`config.mk`:
```
export PLATFORM = sky130hd
export DESIGN_NAME = raster_timing_gen
export DESIGN_NICKNAME = d
export VERILOG_FILES = /design/src/rtl/rtg_pkg.sv /design/src/rtl/rtg_regs.sv /design/src/rtl/rtg_counters.sv /design/src/rtl/rtg_decode.sv /design/src/rtl/raster_timing_gen.sv
export SDC_FILE = /design/constraint.sdc
export NUM_CORES = 1
export LEC_CHECK = 0
export BUFFER_PORTS_ARGS = -buffer_cell sky130_fd_sc_hd__buf_2
export CORE_ASPECT_RATIO = 0.9
export CORE_MARGIN = 8
export CORE_UTILIZATION = 64
export CTS_CLUSTER_SIZE = 30
export DETAILED_ROUTE_END_ITERATION = 7
export GPL_TIMING_DRIVEN = 1
export PLACE_DENSITY_LB_ADDON = 0.3
export SLEW_MARGIN = 20
export SYNTH_ARGS = -nofsm -noshare
export SYNTH_HDL_FRONTEND = slang
export SYNTH_SLANG_ARGS = --single-unit
```
`constraint.sdc`:
```
create_clock -name clk_i -period 5.55 [get_ports clk_i]
set_clock_uncertainty 0.2 [all_clocks]
set_input_delay 0 -clock clk_i [delete_from_list [all_inputs] [get_ports clk_i]]
set_output_delay 0 -clock clk_i [all_outputs]
set_load 0.02 [all_outputs]
```
`src/rtl/rtg_pkg.sv`:
```
package rtg_pkg;
  typedef enum logic [2:0] {
    ADDR_CTRL = 3'd0,
    ADDR_OUT  = 3'd1,
    ADDR_HT_A = 3'd2,
    ADDR_HT_B = 3'd3,
    ADDR_VT_A = 3'd4,
    ADDR_VT_B = 3'd5
  } reg_addr_e;

  localparam int CB_RUN   = 0;
  localparam int CB_ILACE = 1;
  localparam int CB_HNEG  = 2;
  localparam int CB_VNEG  = 3;
  localparam int CB_IRQEN = 4;
  localparam int CB_VBSTS = 5;
  localparam int HI_LSB   = 16;
endpackage

```
`src/rtl/rtg_regs.sv`:
```
module rtg_regs
  import rtg_pkg::*;
#(
  parameter int CW = 12
) (
  input  logic          clk_i,
  input  logic          rst_ni,
  input  logic          we_i,
  input  logic [2:0]    addr_i,
  input  logic [31:0]   wdata_i,
  output logic [31:0]   rdata_o,
  input  logic          vb_set_i,
  output logic          run_o,
  output logic          ilace_o,
  output logic          hneg_o,
  output logic          vneg_o,
  output logic          irq_en_o,
  output logic          vb_sts_o,
  output logic          dac_en_o,
  output logic [CW-1:0] htot_o,
  output logic [CW-1:0] hact_o,
  output logic [CW-1:0] hss_o,
  output logic [CW-1:0] hse_o,
  output logic [CW-1:0] vtot_o,
  output logic [CW-1:0] vact_o,
  output logic [CW-1:0] vss_o,
  output logic [CW-1:0] vse_o
);
  logic unused_wdata;
  assign unused_wdata = ^wdata_i;

  logic ctrl_wr;
  assign ctrl_wr = we_i && (addr_i == ADDR_CTRL);

  always_ff @(posedge clk_i or negedge rst_ni) begin
    if (!rst_ni) begin
      run_o <= 1'b0; ilace_o <= 1'b0; hneg_o <= 1'b0; vneg_o <= 1'b0;
      irq_en_o <= 1'b0; dac_en_o <= 1'b0;
      htot_o <= '0; hact_o <= '0; hss_o <= '0; hse_o <= '0;
      vtot_o <= '0; vact_o <= '0; vss_o <= '0; vse_o <= '0;
    end else if (we_i) begin
      case (addr_i)
        ADDR_CTRL: begin
          run_o    <= wdata_i[CB_RUN];
          ilace_o  <= wdata_i[CB_ILACE];
          hneg_o   <= wdata_i[CB_HNEG];
          vneg_o   <= wdata_i[CB_VNEG];
          irq_en_o <= wdata_i[CB_IRQEN];
        end
        ADDR_OUT:  dac_en_o <= wdata_i[0];
        ADDR_HT_A: begin htot_o <= wdata_i[CW-1:0]; hact_o <= wdata_i[HI_LSB+:CW]; end
        ADDR_HT_B: begin hss_o  <= wdata_i[CW-1:0]; hse_o  <= wdata_i[HI_LSB+:CW]; end
        ADDR_VT_A: begin vtot_o <= wdata_i[CW-1:0]; vact_o <= wdata_i[HI_LSB+:CW]; end
        ADDR_VT_B: begin vss_o  <= wdata_i[CW-1:0]; vse_o  <= wdata_i[HI_LSB+:CW]; end
        default: ;
      endcase
    end
  end

  // set has priority over write-1-to-clear
  always_ff @(posedge clk_i or negedge rst_ni) begin
    if (!rst_ni)                          vb_sts_o <= 1'b0;
    else if (vb_set_i)                    vb_sts_o <= 1'b1;
    else if (ctrl_wr && wdata_i[CB_VBSTS]) vb_sts_o <= 1'b0;
  end

  always_comb begin
    rdata_o = '0;
    case (addr_i)
      ADDR_CTRL: begin
        rdata_o[CB_RUN]   = run_o;
        rdata_o[CB_ILACE] = ilace_o;
        rdata_o[CB_HNEG]  = hneg_o;
        rdata_o[CB_VNEG]  = vneg_o;
        rdata_o[CB_IRQEN] = irq_en_o;
        rdata_o[CB_VBSTS] = vb_sts_o;
      end
      ADDR_OUT:  rdata_o[0] = dac_en_o;
      ADDR_HT_A: begin rdata_o[CW-1:0] = htot_o; rdata_o[HI_LSB+:CW] = hact_o; end
      ADDR_HT_B: begin rdata_o[CW-1:0] = hss_o;  rdata_o[HI_LSB+:CW] = hse_o;  end
      ADDR_VT_A: begin rdata_o[CW-1:0] = vtot_o; rdata_o[HI_LSB+:CW] = vact_o; end
      ADDR_VT_B: begin rdata_o[CW-1:0] = vss_o;  rdata_o[HI_LSB+:CW] = vse_o;  end
      default: ;
    endcase
  end

  p_sts_set_r10: assert property (@(posedge clk_i) disable iff (!rst_ni)
    vb_set_i |=> vb_sts_o);
  p_sts_w1c_r11: assert property (@(posedge clk_i) disable iff (!rst_ni)
    (ctrl_wr && wdata_i[CB_VBSTS] && !vb_set_i) |=> !vb_sts_o);
endmodule

```
`src/rtl/rtg_counters.sv`:
```
module rtg_counters #(
  parameter int CW = 12
) (
  input  logic          clk_i,
  input  logic          rst_ni,
  input  logic          run_i,
  input  logic          ilace_i,
  input  logic [CW-1:0] htot_i,
  input  logic [CW-1:0] vtot_i,
  output logic [CW-1:0] x_o,
  output logic [CW-1:0] y_o,
  output logic          field_o
);
  logic line_end, frame_end;
  assign line_end  = (x_o == htot_i);
  assign frame_end = line_end && (y_o == vtot_i);

  always_ff @(posedge clk_i or negedge rst_ni) begin
    if (!rst_ni) begin
      x_o <= '0; y_o <= '0; field_o <= 1'b0;
    end else if (!run_i) begin
      x_o <= '0; y_o <= '0; field_o <= 1'b0;
    end else if (line_end) begin
      x_o <= '0;
      if (frame_end) begin
        y_o     <= '0;
        field_o <= ilace_i ? ~field_o : 1'b0;
      end else begin
        y_o <= y_o + 1'b1;
      end
    end else begin
      x_o <= x_o + 1'b1;
    end
  end

  p_idle_r9: assert property (@(posedge clk_i) disable iff (!rst_ni)
    !run_i |=> (x_o == '0 && y_o == '0 && !field_o));
  p_hwrap_r2: assert property (@(posedge clk_i) disable iff (!rst_ni)
    (run_i && x_o == htot_i) |=> x_o == '0);
  p_vadv_r3: assert property (@(posedge clk_i) disable iff (!rst_ni)
    (run_i && x_o == htot_i && y_o != vtot_i) |=> y_o == $past(y_o) + 1'b1);
  p_field_r8: assert property (@(posedge clk_i) disable iff (!rst_ni)
    (run_i && ilace_i && x_o == htot_i && y_o == vtot_i) |=> field_o != $past(field_o));
endmodule

```
`src/rtl/rtg_decode.sv`:
```
module rtg_decode #(
  parameter int CW = 12
) (
  input  logic          run_i,
  input  logic          ilace_i,
  input  logic          hneg_i,
  input  logic          vneg_i,
  input  logic [CW-1:0] x_i,
  input  logic [CW-1:0] y_i,
  input  logic          field_i,
  input  logic [CW-1:0] htot_i,
  input  logic [CW-1:0] hact_i,
  input  logic [CW-1:0] hss_i,
  input  logic [CW-1:0] hse_i,
  input  logic [CW-1:0] vact_i,
  input  logic [CW-1:0] vss_i,
  input  logic [CW-1:0] vse_i,
  output logic          de_o,
  output logic          hsync_o,
  output logic          vsync_o,
  output logic          vb_set_o
);
  logic [CW:0]   line_len;
  logic [CW-1:0] half;
  logic          h_act, v_act, v_act_f0, v_act_f1;

  assign line_len = {1'b0, htot_i} + 1'b1;
  assign half     = line_len[CW:1];

  assign de_o  = run_i && (x_i <= hact_i) && (y_i <= vact_i);
  // start field is stored minus one, end field raw
  assign h_act = run_i && (x_i > hss_i) && (x_i < hse_i);

  assign v_act_f0 = (y_i >= vss_i) && (y_i < vse_i);
  assign v_act_f1 = ((y_i > vss_i) || (y_i == vss_i && x_i >= half)) &&
                    ((y_i < vse_i) || (y_i == vse_i && x_i < half));
  assign v_act    = run_i && ((ilace_i && field_i) ? v_act_f1 : v_act_f0);

  assign hsync_o  = h_act ^ hneg_i;
  assign vsync_o  = v_act ^ vneg_i;
  assign vb_set_o = run_i && (x_i == htot_i) && (y_i == vact_i);
endmodule

```
`src/rtl/raster_timing_gen.sv`:
```
module raster_timing_gen
  import rtg_pkg::*;
#(
  parameter int CW = 12
) (
  input  logic          clk_i,
  input  logic          rst_ni,
  input  logic          reg_we_i,
  input  logic [2:0]    reg_addr_i,
  input  logic [31:0]   reg_wdata_i,
  output logic [31:0]   reg_rdata_o,
  output logic [CW-1:0] x_o,
  output logic [CW-1:0] y_o,
  output logic          field_o,
  output logic          de_o,
  output logic          hsync_o,
  output logic          vsync_o,
  output logic          irq_o,
  output logic          dac_en_o
);
  logic run, ilace, hneg, vneg, irq_en, vb_sts, dac_en, vb_set;
  logic [CW-1:0] htot, hact, hss, hse, vtot, vact, vss, vse;

  rtg_regs #(.CW(CW)) u_regs (
    .clk_i, .rst_ni, .we_i(reg_we_i), .addr_i(reg_addr_i), .wdata_i(reg_wdata_i),
    .rdata_o(reg_rdata_o), .vb_set_i(vb_set),
    .run_o(run), .ilace_o(ilace), .hneg_o(hneg), .vneg_o(vneg),
    .irq_en_o(irq_en), .vb_sts_o(vb_sts), .dac_en_o(dac_en),
    .htot_o(htot), .hact_o(hact), .hss_o(hss), .hse_o(hse),
    .vtot_o(vtot), .vact_o(vact), .vss_o(vss), .vse_o(vse)
  );

  rtg_counters #(.CW(CW)) u_cnt (
    .clk_i, .rst_ni, .run_i(run), .ilace_i(ilace), .htot_i(htot), .vtot_i(vtot),
    .x_o, .y_o, .field_o
  );

  rtg_decode #(.CW(CW)) u_dec (
    .run_i(run), .ilace_i(ilace), .hneg_i(hneg), .vneg_i(vneg),
    .x_i(x_o), .y_i(y_o), .field_i(field_o),
    .htot_i(htot), .hact_i(hact), .hss_i(hss), .hse_i(hse),
    .vact_i(vact), .vss_i(vss), .vse_i(vse),
    .de_o, .hsync_o, .vsync_o, .vb_set_o(vb_set)
  );

  assign irq_o    = vb_sts & irq_en;
  assign dac_en_o = dac_en & run;

  p_de_window_r4: assert property (@(posedge clk_i) disable iff (!rst_ni)
    de_o |-> (x_o <= hact && y_o <= vact));
  p_sync_idle_r9: assert property (@(posedge clk_i) disable iff (!rst_ni)
    !run |-> (hsync_o == hneg && vsync_o == vneg && !de_o));
  p_irq_gate_r12: assert property (@(posedge clk_i) disable iff (!rst_ni)
    irq_o |-> (irq_en && vb_sts));
endmodule

```
==> results of run 1 <==
[cells in the final DEF, fill, tap and decap left out, types with 6 or more instances in the layout]
cell / synthesis / routed
dfrtp_1: 128 / 128
xor2_1: 34 / 34
a21o_1: 14 / 14
buf_2: 17 / 82
and3_1: 10 / 10
dlygate4sd3_1: 0 / 28
a22oi_1: 37 / 37
a21oi_1: 19 / 19
nor3_1: 7 / 7
mux2_2: 80 / 80
buf_4: 11 / 6
o21ai_0: 36 / 36
clkbuf_16: 0 / 17
nand4_1: 23 / 23
nor2_1: 37 / 37
xnor2_1: 20 / 20
inv_1: 80 / 80
conb_1: 1 / 8
ha_1: 87 / 87
nand2_1: 69 / 67
nand3_1: 18 / 18
a211oi_1: 6 / 6
[path summary, 6_finish.rpt]
check                             endpoint  cells past startpoint
min in group clk_i         u_regs.dac_en_o                      3
min reg2reg                u_regs.vss_o[2]                      1
max in group asynchronous     u_cnt.y_o[9]                      3
max                                vsync_o                     12
max reg2reg                  u_cnt.field_o                      6
min                           u_cnt.x_o[7]                      2
[critical path: stages (launching register included)]
cell,delay (ns)
dfrtp_1,0.56
nand4_1,0.17
nor2_1,0.23
nand4_1,0.15
xnor2_1,0.16
ha_1,0.30
nand4_1,0.12
nor3_1,0.36
o21ai_0,0.23
o211ai_1,0.19
and4b_1,0.27
xor2_1,0.16
buf_2,0.18
[stage by stage]
stage / cells / cell area, um^2 / worst slack (ns) / power, mW
after floorplan: 830 / 8307 / 2.860 / 1.814
after global placement: 1043 / 8743 / 2.428 / 2.016
after detailed placement: 1043 / 8743 / 2.350 / 2.079
after CTS: 1101 / 9605 / 1.859 / 3.200
after global routing: 1101 / 9610 / 1.642 / 3.352
final: 1101 / 9610 / 1.832 / 3.208
[cell type report]
type,count,area [um^2]
inverter,81,304.0
sequential,128,3203
multi-input combinational,582,4581
timing repair buffer,116,735.7
clock buffer,24,501.7
clock inverter,6,80.08
fill,860,3077
tap,164,205.2
[registers in the layout (all words and copies together) (netlist names), 12 cells and up]
name	cells
u_regs.htot_o	12
u_regs.vtot_o	12
u_regs.hss_o	12
u_regs.hact_o	12
u_regs.hse_o	12
u_regs.vss_o	12
u_regs.vact_o	12
u_regs.vse_o	12
u_cnt.y_o	12
u_cnt.x_o	12
[logic make-up (layout without fill, tap and decap cells)]
group,count (synthesis),in the layout,share of synthesized area
AOI/OAI and AO/OA,148,148,0.1227
muxes,86,86,0.1162
other,1,8,0.0004529
and+or+nand+nor,197,197,0.1176
buffers and inverters,120,227,0.06376
DFF,128,128,0.3868
adders and majority gates,87,87,0.1315
xor gates and xnor gates,56,56,0.06105
[metal layers]
metal / track usage / vias up / share of wire
li1: - / 3110 / -
met1: 0.3554 / 3345 / 0.40
met2: 0.4922 / 384 / 0.48
met3: 0.05927 / 93 / 0.075
met4: 0.1611 / 0 / 0.046
met5: 0 / - / 0
[power groups by stage]
| stage | sequential [mW] | clock (mW) | combinational (mW) |
|---|---|---|---|
| final | 1.29 | 1.10 | 0.822 |
| after global routing | 1.31 | 1.14 | 0.902 |
| after CTS | 1.28 | 1.11 | 0.813 |
| after detailed placement | 1.29 | 0 | 0.785 |
| after global placement | 1.28 | 0 | 0.735 |
| after floorplan | 1.23 | 0 | 0.585 |
==> flow_metrics.env, run 1 <==
export IMPL_intPower_mw=2.177
export IMPL_ys_flop_type="dfrtp_1"
export IMPL_hp_class="in -> async"
export IMPL_syn_area_per_cell_um2=10.06
export IMPL_nNetsFinal=1051
export IMPL_tns_ns=0
export IMPL_ys_types=58
export IMPL_drive_gt1_frac=0.2273
export IMPL_core_area_mm2=0.01269
export IMPL_cts_root_buf="clkbuf_16"
export IMPL_grt_overflow=0
export IMPL_clkPwrFrac=0.342
export IMPL_num_io_pins=100
export IMPL_yosysWarnings=0
export IMPL_yosysMostFrequentCell="dfrtp_1"
export IMPL_port_buffer_count=83
export IMPL_critical_path_startpoint_type="flip-flop"
export IMPL_grt_pass1_wl_mm=38.23
export IMPL_initial_core_util=0.6527
export IMPL_insertion_delay_ns=0.42
export IMPL_cts_buffers=17
export IMPL_cp_data_arrival_time_ns=3.52
export IMPL_relSlewSlack=0.2751
export IMPL_post_cts_buffers=0
export IMPL_synthToLayoutAreaGrowth_pct=16.06
export IMPL_synth_area_mm2=0.008280
export IMPL_async_reset_ff_frac=1.000
export IMPL_first_global_vias=7294
export IMPL_cts_tree="done"
export IMPL_post_route_drc_count=0
export IMPL_post_drt_wl_per_cell_um=21.83
export IMPL_die_x_um=135.9
export IMPL_maxCapViolations=0
export IMPL_diodes=0
export IMPL_timing_hold_ws_ns=0.02244
export IMPL_critical_path_max_fanout=8
export IMPL_final_hold_violation_count=0
export IMPL_rrSetupSlack_ns=2.50
export IMPL_synth_seq_cells=128
export IMPL_p_sw_mw=1.031
export IMPL_grt_max_degree=67
export IMPL_outcome="finished, final reports clean"
export IMPL_swShare=0.3214
export IMPL_cts_resized=0
export IMPL_synth_area_leader_cell="dfrtp_1"
export IMPL_synth_top_cell_area_share=0.3868
export IMPL_comb_power_share=0.256
export IMPL_track_usage=0.2947
export IMPL_antenna_found_initial=0
export IMPL_synthCells=823
export IMPL_p_leak_nw=4.859
export IMPL_synth_top_cells_by_area="dfrtp_1, ha_1, mux2_2"
export IMPL_dp_hpwl_mm=17.23
export IMPL_cts_htree_levels=4
export IMPL_endpoint_kind="primary output"
export IMPL_clkSlewWorstSetupHoldPaths_ns=0.05
export IMPL_powerDensity_mw_per_mm2=333.8
export IMPL_drt_total_wl_mm=24.04
export IMPL_path_class="reg -> out"
export IMPL_die_h_um=123.9
export IMPL_worstSetupStartpoint="u_regs.htot_o[4]"
export IMPL_clock_sinks=128
export IMPL_ys_seq_area_frac=0.3868
export IMPL_regToRegStartpoint="u_cnt.x_o[7]"
export IMPL_irDropWorstVdd_uv=275.0
export IMPL_crit_required_ns=5.35
export IMPL_viasPerCell=6.296
export IMPL_final_max_slew_viol_count=0
export IMPL_design_die_area_mm2=0.01684
export IMPL_dr_pass1_iters=5
export IMPL_drtAntennaViolNets=0
export IMPL_fmax_mhz=268.9
export IMPL_rsz0062_at_grt="false"
export IMPL_synth_common_cells="dfrtp_1, ha_1, inv_1, mux2_2, nand2_1"
export IMPL_drtIter0Drc=570
export IMPL_rows=39
export IMPL_cts_hold_buf=28
export IMPL_gp_congestion=0.9383
export IMPL_final_core_util=0.7575
export IMPL_synth_edf_count=0
export IMPL_p_seq_frac=0.401
export IMPL_fin_crit_ns=3.718
export IMPL_dr_total_vias=6932
export IMPL_ctsLongestPathBuffers=2
export IMPL_setup_viol=0
export IMPL_period_share=0.6700
export IMPL_worst_pin_slew_ns=1.080
No activity file was read; power rests on OpenSTA's default activity.
==> run 2, diff against run 1 <==
--- a/config.mk
+++ b/config.mk
@@ -8,7 +8,7 @@
 export BUFFER_PORTS_ARGS = -buffer_cell sky130_fd_sc_hd__buf_2
 export CORE_ASPECT_RATIO = 0.9
 export CORE_MARGIN = 8
-export CORE_UTILIZATION = 64
+export CORE_UTILIZATION = 54
 export CTS_CLUSTER_SIZE = 30
 export DETAILED_ROUTE_END_ITERATION = 7
 export GPL_TIMING_DRIVEN = 1
==> constraint.sdc (replaced) <==
create_clock -name clk_i -period 3.34 [get_ports clk_i]
set_clock_uncertainty 0.2 [all_clocks]
set_input_delay 0 -clock clk_i [delete_from_list [all_inputs] [get_ports clk_i]]
set_output_delay 0 -clock clk_i [all_outputs]
set_load 0.02 [all_outputs]
==> run 2 against run 1 <==
  * First-iteration DRC count shrank 11%
  * Critical endpoint unchanged
  * Worst setup slack lost 1.7 ns
  * Clock-buffer cell count shrank 3
  * Die area grew 16%
  * Combinational power grew 78%
  * Wire length shrank 1.7%
  * Critical path depth is the same
  * Final cell count grew 6.8%
  * Power grew 72%
==> flow_metrics.env, run 2 (synthesis results as in run 1) <==
export IMPL_clock_sinks=128
export IMPL_track_usage=0.2464
export IMPL_grt_max_degree=90
export IMPL_final_hold_violation_count=0
export IMPL_hold_start="reg_wdata_i[21]"
export IMPL_post_route_drc_count=0
export IMPL_slowest_stage="dfrtp_2"
export IMPL_clkSlewWorstSetupHoldPaths_ns=0.06
export IMPL_fin_crit_ns=3.250
export IMPL_cts_tree="done"
export IMPL_hp_class="in -> reg"
export IMPL_dr_total_vias=6775
export IMPL_critical_path_startpoint_type="flip-flop"
export IMPL_crit_top_cell="xor2_1"
export IMPL_cp_data_arrival_time_ns=3.05
export IMPL_worst_pin_slew_ns=0.8746
export IMPL_drt_total_wl_mm=23.63
export IMPL_core_area_mm2=0.01523
export IMPL_port_buffer_count=83
export IMPL_regToRegStartpoint="u_cnt.x_o[7]"
export IMPL_max_stage_delay_ns=0.39
export IMPL_path_class="reg -> out"
export IMPL_final_common_cell="dfrtp_1"
export IMPL_setup_viol=0
export IMPL_fmax_mhz=307.7
export IMPL_p_total_mw=5.509
export IMPL_die_h_um=133.5
export IMPL_cts_root_buf="clkbuf_16"
export IMPL_ctsLongestPathBuffers=2
export IMPL_cts_htree_levels=4
export IMPL_num_io_pins=100
export IMPL_first_global_vias=6829
export IMPL_critical_path_max_fanout=4
export IMPL_insertion_delay_ns=0.42
export IMPL_grt_pass1_wl_mm=37.43
export IMPL_gp_congestion=0.8847
export IMPL_dp_hpwl_mm=17.07
export IMPL_drive_gt1_frac=0.2631
export IMPL_grt_overflow=0
export IMPL_antenna_found_initial=1
export IMPL_dr_pass1_iters=5
export IMPL_design_die_area_mm2=0.01956
export IMPL_final_max_slew_viol_count=0
export IMPL_timing_hold_ws_ns=0.1770
export IMPL_initial_core_util=0.5438
export IMPL_powerDensity_mw_per_mm2=550.1
export IMPL_final_cell_mix="dfrtp_1, ha_1, buf_2"
export IMPL_post_drt_wl_per_cell_um=20.09
export IMPL_outcome="finished, final reports clean"
export IMPL_path_cells="nand4_1 -> nor2_2 -> nand3_1 -> xor2_1 -> ha_1 -> a21o_1 -> a21oi_2 -> o221a_2 -> a32oi_1 -> and4b_1 -> xor2_1 -> buf_4"
export IMPL_endpoint_kind="primary output"
export IMPL_rows=43
export IMPL_crit_required_ns=3.14
export IMPL_maxCapViolations=0
export IMPL_p_leak_nw=5.028
export IMPL_cts_buffers=17
export IMPL_period_share=0.9731
export IMPL_nNetsFinal=1085
export IMPL_relSlewSlack=0.4169
export IMPL_irDropWorstVdd_uv=430.7
export IMPL_drtAntennaViolNets=0
export IMPL_synthToLayoutAreaGrowth_pct=20.94
export IMPL_die_x_um=146.5
export IMPL_path_buf_inv=1
export IMPL_viasPerCell=5.761
export IMPL_rsz0062_at_grt="true"
export IMPL_cpLargestDelayFamily="simple AND/OR/NAND/NOR gates"
export IMPL_worstSetupStartpoint="u_regs.htot_o[6]"
export IMPL_drtIter0Drc=510
## run 2: cell count changes in the layout (fill, tap and decap cells not counted), moves of 2 or more
cell and change:
inv_6 +3, clkbuf_8 -3, clkinvlp_4 +3, nor2_2 +3, dfrtp_2 +7, dfrtp_1 -7
nor2_1 -3, clkinv_2 -3, dlygate4sd3_1 +5, buf_4 +28, buf_12 +2
## run 2: repair_timing
item | CTS | global route
pin swaps | 0 | 9
endpoints found under the hold margin | 231 | 0
hold buffers | 34 | 0
buffers inserted | 0 | 12
endpoints found under the setup margin | 1 | 1
resized for setup | 5 | 9
## run 2: tightest hold or removal path, cell delays in order
cell and delay, ns:
dlygate4sd3_1 0.53, buf_2 0.13, nand2_1 0.04, o21ai_0 0.06
## run 2: per-stage QoR
stage          instance area, um^2  cells  setup TNS, ns  worst slack (ns)  utilization
2_1_floorplan                 8307    830              0            0.6505            -
3_3_place_gp                  8924   1097              0            0.3536       0.5861
3_5_place_dp                  8924   1097              0            0.3506       0.5861
4_1_cts                       9896   1163              0           0.02473       0.6499
5_1_grt                      10010   1176        -0.1301           -0.1301       0.6577
6_report                     10010   1176              0           0.08995       0.6577
## run 2: layout make-up
class	instances	area, um^2
clock inverter	11	152.6
sequential	128	3212
timing repair buffer	150	1031
inverter	81	304.0
fill	1225	5211
multi-input combinational	582	4599
clock buffer	21	460.4
antenna	1	2.502
tap	202	252.7
## run 2: final timing paths
check                           cells past startpoint               end  slack (ns)
worst max register to register                      7     u_cnt.field_o        0.71
min in group asynchronous                           4   u_regs.vss_o[2]        0.44
worst min-delay path                                4  u_regs.hact_o[5]        0.18
worst min register to register                      1   u_regs.vss_o[3]        0.31
worst max-delay path                               12           vsync_o        0.09
max in group asynchronous                           4  u_regs.htot_o[3]        2.00
## run 2: where the power goes
group | switching [mW] | internal (mW)
clock | 0.728 | 1.22
combinational | 0.796 | 0.665
sequential | 0.263 | 1.84
## run 2: metal layers
layer  global-route usage  wire length [um]
met1               0.3296             10880
met2               0.3844             10870
met3              0.06169              1362
met4              0.07947               512
met5                    0                 0
==> run 3, diff against run 2 <==
--- a/config.mk
+++ b/config.mk
@@ -8,7 +8,7 @@
 export BUFFER_PORTS_ARGS = -buffer_cell sky130_fd_sc_hd__buf_2
 export CORE_ASPECT_RATIO = 0.9
 export CORE_MARGIN = 8
-export CORE_UTILIZATION = 54
+export CORE_UTILIZATION = 30
 export CTS_CLUSTER_SIZE = 30
 export DETAILED_ROUTE_END_ITERATION = 7
 export GPL_TIMING_DRIVEN = 1
==> run 3 against run 2 <==
  * Global-route usage shrank 8.5 points
  * Final cell count grew 13%
  * Non-clock buffer count grew 3
  * Worst setup slack lost 0.080 ns
  * Via count shrank 2.4%
  * Wire length grew 12%
  * Flip-flop and latch count is the same
  * Clock power is essentially flat
  * Critical path depth is the same
  * First-iteration DRC count shrank 34%
  * The run now ends with negative hold slack left
==> flow_metrics.env, run 3 (synthesis results as in run 1) <==
export IMPL_endpoint_kind="primary output"
export IMPL_irDropWorstVdd_uv=354.3
export IMPL_die_x_um=191.1
export IMPL_outcome="complete, but fails checks"
export IMPL_final_cell_mix="dfrtp_1, ha_1, buf_2"
export IMPL_violations="negative hold slack"
export IMPL_initial_core_util=0.3055
export IMPL_period_share=0.9971
export IMPL_cts_tree="done"
export IMPL_design_die_area_mm2=0.03318
export IMPL_antenna_found_initial=0
export IMPL_dr_total_vias=6615
export IMPL_use_met1=0.2283
export IMPL_dp_hpwl_mm=19.93
export IMPL_dr_pass1_iters=4
export IMPL_drtAntennaViolNets=0
export IMPL_cts_root_buf="clkbuf_16"
export IMPL_grt_overflow=0
export IMPL_synthToLayoutAreaGrowth_pct=23.93
export IMPL_fin_cells=1330
export IMPL_p_total_mw=5.546
export IMPL_post_route_drc_count=0
export IMPL_port_buffer_count=83
export IMPL_setup_viol=0
export IMPL_final_common_cell="dfrtp_1"
export IMPL_clock_sinks=128
export IMPL_gp_congestion=0.8439
export IMPL_post_drt_wl_per_cell_um=19.89
export IMPL_cp_data_arrival_time_ns=3.13
export IMPL_first_global_vias=6716
export IMPL_path_class="reg -> out"
export IMPL_track_usage=0.1614
export IMPL_use_met3=0.03037
export IMPL_die_h_um=173.6
export IMPL_fmax_mhz=300.3
export IMPL_hp_class="in -> async"
export IMPL_fin_crit_ns=3.330
export IMPL_relSlewSlack=0.3443
export IMPL_final_hold_violation_count=8
export IMPL_grt_busiest_layer="met2"
export IMPL_core_area_mm2=0.02710
export IMPL_insertion_delay_ns=0.43
export IMPL_grt_pass1_wl_mm=40.90
export IMPL_maxCapViolations=0
export IMPL_grt_max_degree=58
export IMPL_p_leak_nw=5.047
export IMPL_powerDensity_mw_per_mm2=540.4
export IMPL_ctsLongestPathBuffers=2
export IMPL_setup_slack_ns=0.009588
export IMPL_dp_cells=1256
export IMPL_worst_pin_slew_ns=0.9835
export IMPL_nNetsFinal=1088
export IMPL_cts_htree_levels=4
export IMPL_rows=57
export IMPL_rsz0062_at_grt="true"
export IMPL_critical_path_max_fanout=4
export IMPL_drive_gt1_frac=0.2756
export IMPL_crit_required_ns=3.14
export IMPL_critical_path_startpoint_type="flip-flop"
export IMPL_clkSlewWorstSetupHoldPaths_ns=0.06
export IMPL_final_core_util=0.3787
export IMPL_diodes=0
export IMPL_timing_hold_ws_ns=-0.009706
export IMPL_final_max_slew_viol_count=0
export IMPL_post_place_ws_ns=0.2030
export IMPL_viasPerCell=4.974
export IMPL_drtIter0Drc=338
export IMPL_num_io_pins=100
export IMPL_cts_buffers=17
export IMPL_grt_use_met2=0.2465
export IMPL_drt_total_wl_mm=26.45
-- run 3: report_power, final --
part	internal [mW]	leakage (nW)	switching, mW
Sequential	1.84	1.58	0.260
Combinational	0.658	3.18	0.829
Clock	1.21	0.288	0.751
Total	3.71	5.05	1.84
-- run 3: stage by stage --
step                area, um^2   TNS, ns
finish                   10260         0
CTS                      10180  -0.02077
floorplan                 8307         0
global route             10260   -0.1323
global placement          9158         0
detailed placement        9158         0
-- run 3: area by class of cell --
cell class              count  area [um^2]
clock buffers              19        452.9
fillers                  2788        16840
multi-input cells         582         4649
inverters                  81        304.0
clock inverters            13        160.2
well taps                 354        442.9
flip-flops and latches    128         3211
repair buffers            153         1042
-- run 3: final timing paths --
path | cells after the start | end | from | slack (ns)
max in group asynchronous | 3 | u_regs.vact_o[7] | rst_ni | 2.63
worst min-delay path | 3 | u_regs.vss_o[4] | rst_ni | -0.01
worst min register to register | 1 | u_regs.vss_o[2] | u_regs.vss_o[2] | 0.31
worst max-delay path | 12 | vsync_o | u_regs.htot_o[7] | 0.01
min in group clk_i | 4 | u_regs.vact_o[5] | reg_wdata_i[21] | 0.17
worst max register to register | 8 | u_cnt.y_o[5] | u_cnt.x_o[4] | 0.74
-- run 3: critical path, cell delays in order, from the launching register on --
cell and delay [ns]:
dfrtp_1 0.36, nand4_1 0.21, nor2_4 0.19, nand3_2 0.11, xor2_2 0.17, ha_1 0.30, a21o_1 0.17, a21oi_2 0.13
o221a_4 0.21, a32oi_2 0.10, and4b_1 0.35, xor2_1 0.21, buf_4 0.17
-- run 3: metal layers --
| layer | up-vias | share of wire |
|---|---|---|
| met5 | - | 0 |
| met4 | 0 | 0.015 |
| met3 | 26 | 0.045 |
| met2 | 147 | 0.45 |
| met1 | 3267 | 0.49 |
| li1 | 3175 | - |
-- run 3: what timing repair did --
action,4_1_cts,5_1_grt
pin swaps,10,9
endpoints found under the setup margin,1,2
resized for setup,10,13
hold buffers,30,0
setup buffers,9,3
hold endpoints to repair,231,0
